$ cat src/rtl/bdm_pkg.sv
package bdm_pkg;
  typedef enum logic [1:0] {
    ACC_DIRECT = 2'd0,
    ACC_IND0   = 2'd1,
    ACC_IND1   = 2'd2
  } acc_kind_e;

  localparam logic [7:0] IND0_OFS  = 8'h00;
  localparam logic [7:0] PTR0_OFS  = 8'h01;
  localparam logic [7:0] IND1_OFS  = 8'h02;
  localparam logic [7:0] PTR1_OFS  = 8'h03;
  localparam logic [7:0] PTR2_OFS  = 8'h04;
  localparam logic [7:0] BANK1_OFS = 8'h05;
  localparam logic [7:0] BANK2_OFS = 8'h06;
  localparam logic [7:0] CTRL_OFS  = 8'h07;

  localparam int unsigned NUM_PTR  = 3;
  localparam int unsigned NUM_BANK = 2;

  function automatic logic [7:0] ptr_ofs(input int unsigned idx);
    case (idx)
      0:       return PTR0_OFS;
      1:       return PTR1_OFS;
      default: return PTR2_OFS;
    endcase
  endfunction

  function automatic logic [7:0] bank_ofs(input int unsigned idx);
    return (idx == 0) ? BANK1_OFS : BANK2_OFS;
  endfunction
endpackage

$ cat src/rtl/bdm_regfile.sv
module bdm_regfile
  import bdm_pkg::*;
#(
  parameter int unsigned OFS_W      = 8,
  parameter int unsigned BANK_W     = 3,
  parameter bit          MP_RST_EN  = 1'b1,
  parameter logic [7:0]  MP_RST_VAL = 8'h00
) (
  input  logic                           clk,
  input  logic                           rst_n,
  input  logic                           wdt_pd_rst,
  input  logic                           wr_en,
  input  logic [OFS_W-1:0]               wr_ofs,
  input  logic [OFS_W-1:0]               wr_data,
  input  logic [OFS_W-1:0]               rd_ofs,
  output logic                           rd_hit,
  output logic [OFS_W-1:0]               rd_data,
  output logic [NUM_PTR-1:0][OFS_W-1:0]  ptr_o,
  output logic [NUM_BANK-1:0][BANK_W-1:0] bank_o,
  output logic                           sel_o
);
  localparam int unsigned PAD_W = OFS_W - BANK_W;

  // bank pointers only clear on a reset that is not a power-down watchdog reset
  logic bank_rst_n;
  assign bank_rst_n = rst_n | wdt_pd_rst;

  // memory pointers
  for (genvar p = 0; p < NUM_PTR; p++) begin : g_ptr
    localparam logic [7:0] MY_OFS = ptr_ofs(p);
    logic [OFS_W-1:0] ptr_d, ptr_q;
    logic             ptr_en;

    always_comb begin
      ptr_en = wr_en && (wr_ofs == OFS_W'(MY_OFS));
      ptr_d  = ptr_en ? wr_data : ptr_q;
    end

    if (MP_RST_EN) begin : g_rst
      always_ff @(posedge clk or negedge rst_n) begin
        if (!rst_n) ptr_q <= OFS_W'(MP_RST_VAL);
        else        ptr_q <= ptr_d;
      end
    end else begin : g_norst
      always_ff @(posedge clk) begin
        ptr_q <= ptr_d;
      end
    end

    assign ptr_o[p] = ptr_q;
  end

  // bank pointers
  for (genvar b = 0; b < NUM_BANK; b++) begin : g_bank
    localparam logic [7:0] MY_OFS = bank_ofs(b);
    logic [BANK_W-1:0] bank_d, bank_q;
    logic              bank_en;

    always_comb begin
      bank_en = wr_en && (wr_ofs == OFS_W'(MY_OFS));
      bank_d  = bank_en ? wr_data[BANK_W-1:0] : bank_q;
    end

    always_ff @(posedge clk or negedge bank_rst_n) begin
      if (!bank_rst_n) bank_q <= '0;
      else             bank_q <= bank_d;
    end

    assign bank_o[b] = bank_q;
  end

  // pair select (control bit 7)
  logic sel_d, sel_q, sel_en;
  always_comb begin
    sel_en = wr_en && (wr_ofs == OFS_W'(CTRL_OFS));
    sel_d  = sel_en ? wr_data[OFS_W-1] : sel_q;
  end

  always_ff @(posedge clk or negedge rst_n) begin
    if (!rst_n) sel_q <= 1'b0;
    else        sel_q <= sel_d;
  end

  assign sel_o = sel_q;

  // read mux
  always_comb begin
    rd_hit  = 1'b1;
    rd_data = '0;
    case (rd_ofs)
      OFS_W'(PTR0_OFS):  rd_data = ptr_o[0];
      OFS_W'(PTR1_OFS):  rd_data = ptr_o[1];
      OFS_W'(PTR2_OFS):  rd_data = ptr_o[2];
      OFS_W'(BANK1_OFS): rd_data = {{PAD_W{1'b0}}, bank_o[0]};
      OFS_W'(BANK2_OFS): rd_data = {{PAD_W{1'b0}}, bank_o[1]};
      OFS_W'(CTRL_OFS):  rd_data = {sel_q, {(OFS_W-1){1'b0}}};
      default:           rd_hit  = 1'b0;
    endcase
  end
endmodule

$ cat src/rtl/bdm_resolve.sv
module bdm_resolve
  import bdm_pkg::*;
#(
  parameter int unsigned OFS_W  = 8,
  parameter int unsigned BANK_W = 3
) (
  input  logic [1:0]                      kind,
  input  logic [OFS_W-1:0]                addr,
  input  logic [NUM_PTR-1:0][OFS_W-1:0]   ptr,
  input  logic [NUM_BANK-1:0][BANK_W-1:0] bank,
  input  logic                            sel,
  output logic [OFS_W-1:0]                eff_ofs,
  output logic [BANK_W-1:0]               eff_bank,
  output logic                            is_null
);
  always_comb begin
    eff_ofs  = addr;
    eff_bank = '0;
    case (acc_kind_e'(kind))
      ACC_IND0: eff_ofs = ptr[0];
      ACC_IND1: begin
        eff_ofs  = sel ? ptr[2]  : ptr[1];
        eff_bank = sel ? bank[1] : bank[0];
      end
      default: ;
    endcase
    is_null = (eff_ofs == OFS_W'(IND0_OFS)) || (eff_ofs == OFS_W'(IND1_OFS));
  end
endmodule

$ cat src/rtl/bdm_addr_map.sv
module bdm_addr_map
  import bdm_pkg::*;
#(
  parameter int unsigned OFS_W      = 8,
  parameter int unsigned BANK_W     = 3,
  parameter int unsigned SFR_LIMIT  = 'h40,
  parameter bit          MP_RST_EN  = 1'b1,
  parameter logic [7:0]  MP_RST_VAL = 8'h00,
  localparam int unsigned PHYS_W    = BANK_W + OFS_W
) (
  input  logic              clk,
  input  logic              rst_n,
  input  logic              wdt_pd_rst,
  input  logic              acc_valid,
  input  logic              acc_we,
  input  logic [1:0]        acc_kind,
  input  logic [OFS_W-1:0]  acc_addr,
  input  logic [OFS_W-1:0]  acc_wdata,
  output logic [PHYS_W-1:0] ram_addr,
  output logic              ram_we,
  output logic              sfr_hit,
  output logic              own_hit,
  output logic [OFS_W-1:0]  own_rdata
);
  logic [NUM_PTR-1:0][OFS_W-1:0]   ptr;
  logic [NUM_BANK-1:0][BANK_W-1:0] bank;
  logic                            sel;
  logic [OFS_W-1:0]                eff_ofs;
  logic [BANK_W-1:0]               eff_bank;
  logic                            is_null;
  logic                            reg_wr;
  logic                            rd_hit;
  logic [OFS_W-1:0]                rd_data;
  logic                            in_sfr;

  bdm_resolve #(.OFS_W(OFS_W), .BANK_W(BANK_W)) u_resolve (
    .kind     (acc_kind),
    .addr     (acc_addr),
    .ptr      (ptr),
    .bank     (bank),
    .sel      (sel),
    .eff_ofs  (eff_ofs),
    .eff_bank (eff_bank),
    .is_null  (is_null)
  );

  assign reg_wr = acc_valid && acc_we && !is_null;

  bdm_regfile #(
    .OFS_W      (OFS_W),
    .BANK_W     (BANK_W),
    .MP_RST_EN  (MP_RST_EN),
    .MP_RST_VAL (MP_RST_VAL)
  ) u_regs (
    .clk        (clk),
    .rst_n      (rst_n),
    .wdt_pd_rst (wdt_pd_rst),
    .wr_en      (reg_wr),
    .wr_ofs     (eff_ofs),
    .wr_data    (acc_wdata),
    .rd_ofs     (eff_ofs),
    .rd_hit     (rd_hit),
    .rd_data    (rd_data),
    .ptr_o      (ptr),
    .bank_o     (bank),
    .sel_o      (sel)
  );

  always_comb begin
    in_sfr    = (32'(eff_ofs) < SFR_LIMIT);
    sfr_hit   = acc_valid && in_sfr;
    ram_addr  = in_sfr ? {{BANK_W{1'b0}}, eff_ofs} : {eff_bank, eff_ofs};
    ram_we    = acc_valid && acc_we && !in_sfr && !is_null;
    own_hit   = acc_valid && rd_hit && !is_null;
    own_rdata = own_hit ? rd_data : '0;
  end
endmodule

$ cat config.mk
export PLATFORM = sky130hd
export DESIGN_NAME = bdm_addr_map
export DESIGN_NICKNAME = d
export VERILOG_FILES = /design/src/rtl/bdm_pkg.sv /design/src/rtl/bdm_regfile.sv /design/src/rtl/bdm_resolve.sv /design/src/rtl/bdm_addr_map.sv
export SDC_FILE = /design/constraint.sdc
export NUM_CORES = 1
export LEC_CHECK = 0
export BUFFER_PORTS_ARGS = -buffer_cell sky130_fd_sc_hd__buf_4
export CAP_MARGIN = 5
export CORE_MARGIN = 2
export CORE_UTILIZATION = 55
export DETAILED_ROUTE_END_ITERATION = 8
export PLACE_DENSITY_LB_ADDON = 0.25
export SYNTH_ARGS = -nofsm -noshare
export SYNTH_HDL_FRONTEND = slang
export SYNTH_SLANG_ARGS = --single-unit
$ cat constraint.sdc
create_clock -name clk -period 2.8 [get_ports clk]
set_clock_uncertainty 0.15 [all_clocks]
set_input_delay 0.28 -clock clk [delete_from_list [all_inputs] [get_ports clk]]
set_output_delay 0.28 -clock clk [all_outputs]
set_load 0.05 [all_outputs]
==> results.md <==
* R2R setup slack at 0.02 ns
* Starting Density at 57.3%
* Post-Route WL at 6.85 mm
* Num rows at 22
* Non-Filler Instances at 323
* Power after layout at 1.70 mW
* DRT iter0 DRCs at 205
* Vias in the first global route at 2042
* Area of the core at 3690 µm²
* # DRC at 0
* DR pass1 iterations at 5
* Via count at 2104
* Number of buffers added on ports at 44
* Reg-to-Reg Start: u_regs.sel_o$_DFFE_PN0P_
* Yosys warning total at 0
* Max-slew violations at 0
* Worst Path Buf+Inv at 2
* Setup ws final at -0.0973 ns
* I/O pin total at 45
* Reg clk slew, reported paths at 0.07 ns
* Die Footprint at 4350 µm²
* Netlist cell types at 42
* Fmax at 345 MHz
* #FFs+latches synth at 31
* Crit-path cells: mux2_4, a221oi_4, or2_4, inv_2, or4_4, a211oi_4, buf_6
* Final antenna-violating net count at 0
* Mean Syn Cell Area at 10.6 µm²
* Slew of the pin with the lowest slew margin at 0.527 ns
* H-tree depth at 2
* Worst min-delay path endpoint: u_regs.g_ptr[1].ptr_q[4]$_DFFE_PN0P_
* Reg-to-Reg End: u_regs.g_ptr[2].ptr_q[6]$_DFFE_PN0P_
* Final setup fails at 8
* Clk buf depth at 2
* Worst Setup End Kind: primary output
* Peak VDD IR at 0.399 mV
* Max-slew headroom at 64.5%
* RePlAce Congestion at 0.954
* Setup TNS at -0.476 ns
* Hold Path Origin: acc_wdata[4]
* CP max-delay cell: or4_4
* Power per cell area at 559 nW/µm²
* Sequential element share of the synthesized area at 36.7%
* Die X at 66.0 µm
* Drt wl/cell at 21.2 µm
* Die height at 66.0 µm
* Total GRT Usage at 33.7%
* Crit Path Max Fanout at 4
* Hold Path Cell Cnt at 2
* Root Driver: clkbuf_8
* Worst skew pair latency at 0.29 ns
* Number of stages on the worst setup path at 7
* Req. time, crit path at 2.37 ns
* Pre-CTS setup slack at 0.0287 ns
* Largest net degree at the start of global routing at 27
* Cell type group with the largest total delay on the critical path: simple AND/OR/NAND/NOR gates
* Worst setup SP type: flop
* # clock sinks at 31
* RSZ-0062 raised after global routing: true
* Detailed placement HPWL at 4.63 mm
* Worst min path class: input pin to flop
* Placed insts at 310
* Status: finished with violations
* Max cap viols at 0
* Syn Nets at 225
* Fin crit share at 103%
* Hold WS at 0.0960 ns
* Layout cells sized above 1 at 59.6%
* Critical setup path kind: flop to primary output
* Antenna violations before repair at 0
* Syn Inst Count at 200
* Slowest stage delay, CP at 0.54 ns
* P_leak at 1.41 nW
* CTS tree: yes
* DR vias/cell at 6.51
* Final hold viol count at 0
* Minimum clock period at 2.90 ns
* R2R depth at 7
* Final nets at 300
* CTS buffer count at 5
* # diodes at 0
* First-pass GRT wire length at 10.6 mm
* Failing checks: setup timing
* P&R area growth vs syn at 43.8%
* Worst Path Arrival at 2.47 ns
* Synthesized cell area at 2110 µm²
* Total grt overflow at 0
[placed cells by master, fill, tap and decap left out, drive strengths merged, types with 2 or more instances in the layout]
| cell type | instances |
|---|---|
| buf | 75 |
| mux2 | 44 |
| dfrtp | 31 |
| a21oi | 13 |
| inv | 11 |
| a221oi | 11 |
| nor2 | 9 |
| o21ai | 9 |
| nand4 | 9 |
| nor3 | 9 |
| clkbuf | 6 |
| nand3 | 5 |
| mux2i | 5 |
| nand2 | 4 |
| nor2b | 4 |
| o22ai | 3 |
| nand2b | 3 |
| nor3b | 3 |
| a22o | 2 |
| and2 | 2 |
| ha | 2 |
| dlygate4sd3 | 2 |
| or2 | 2 |
[synthesized netlist by cell type (all sizes together)]
cell type  instances  area (µm²)
mux2              44         499
dfrtp             31         776
a21oi             13        65.1
a221oi            11         114
inv               11        41.3
nand4              9        75.1
nor2               9        33.8
nor3               9        45.0
o21ai              9        48.8
clkbuf             5        18.8
mux2i              5        50.1
nand3              5        30.0
buf                4        28.8
nand2              4        15.0
nor2b              4        25.0
nand2b             3        18.8
nor3b              3        27.5
o22ai              3        18.8
a22o               2        17.5
and2               2        12.5
ha                 2        25.0
or2                2        15.0
a2111oi            1        27.5
a211oi             1        7.51
a21o               1        7.51
a22oi              1        7.51
a31oi              1        6.26
nand3b             1        7.51
o2111ai            1        26.3
o211ai             1        7.51
o21bai             1        7.51
or4                1        7.51
[metrics by stage]
stage	utilization [%]	cell area (µm²)
6_report	82.4	3040
5_1_grt	82.4	3040
3_3_place_gp	75.2	2780
2_1_floorplan	-	2230
4_1_cts	81.1	2990
3_5_place_dp	75.2	2780
[report_power, final]
group / switching [mW] / internal, mW
clock: 0.169 / 0.193
sequential: 0.128 / 0.540
combinational: 0.344 / 0.325
total: 0.641 / 1.06
[layout make-up]
class	count	area (µm²)
clock buffer	6	82.6
clock inverter	1	5.00
fill	220	649
inverter	11	51.3
multi-input combinational	149	1430
sequential	31	777
tap	48	60.1
timing repair buffer	77	633
[worst register-to-register path: cells and delay by family (launching register included)]
kind            cells  cell delay [ns]
flops               1             0.41
simple gates        2             0.88
compound gates      1             0.18
mux                 2             0.66
buf+inv             2             0.39
[routing by layer]
| layer | up-vias | GRT usage [%] | share of wire (%) |
|---|---|---|---|
| met5 | - | 0 | 0 |
| met4 | 0 | 19.4 | 4.0 |
| met1 | 1017 | 46.2 | 40 |
| met3 | 33 | 5.62 | 10 |
| li1 | 907 | - | - |
| met2 | 147 | 50.6 | 46 |
[state kept, by name, indices dropped and copies added (netlist names)]
signal                flops
u_regs.g_bank.bank_q      6
u_regs.g_ptr.ptr_q       24
u_regs.sel_o              1
[logic make-up after synthesis]
logic type	count (synthesis)	share of synthesized area (%)
flip-flops	31	36.7
multiplexers	49	26.0
AO/OA/AOI/OAI	46	17.1
AND/OR/NAND/NOR	52	14.8
adder cells (fa/ha/maj)	2	1.18
buffers and inverters	20	4.20
[how the worst max path moves through the flow]
stage / startpoint / to
3_5_place_dp: acc_kind[1] / own_rdata[7]
4_1_cts: u_regs.sel_o$_DFFE_PN0P_ / own_rdata[1]
3_3_place_gp: acc_kind[1] / own_rdata[7]
2_1_floorplan: acc_kind[0] / own_rdata[1]
6_report: u_regs.sel_o$_DFFE_PN0P_ / own_rdata[1]
5_1_grt: u_regs.sel_o$_DFFE_PN0P_ / own_rdata[7]
[repair_timing]
item,4_1_cts,5_1_grt
buffers inserted,1,3
pin swaps,3,4
gates resized for setup,22,6
hold endpoints to repair,31,0
hold buffers,2,0
setup endpoints to repair,9,9
No activity file was read; power rests on OpenSTA's default activity.
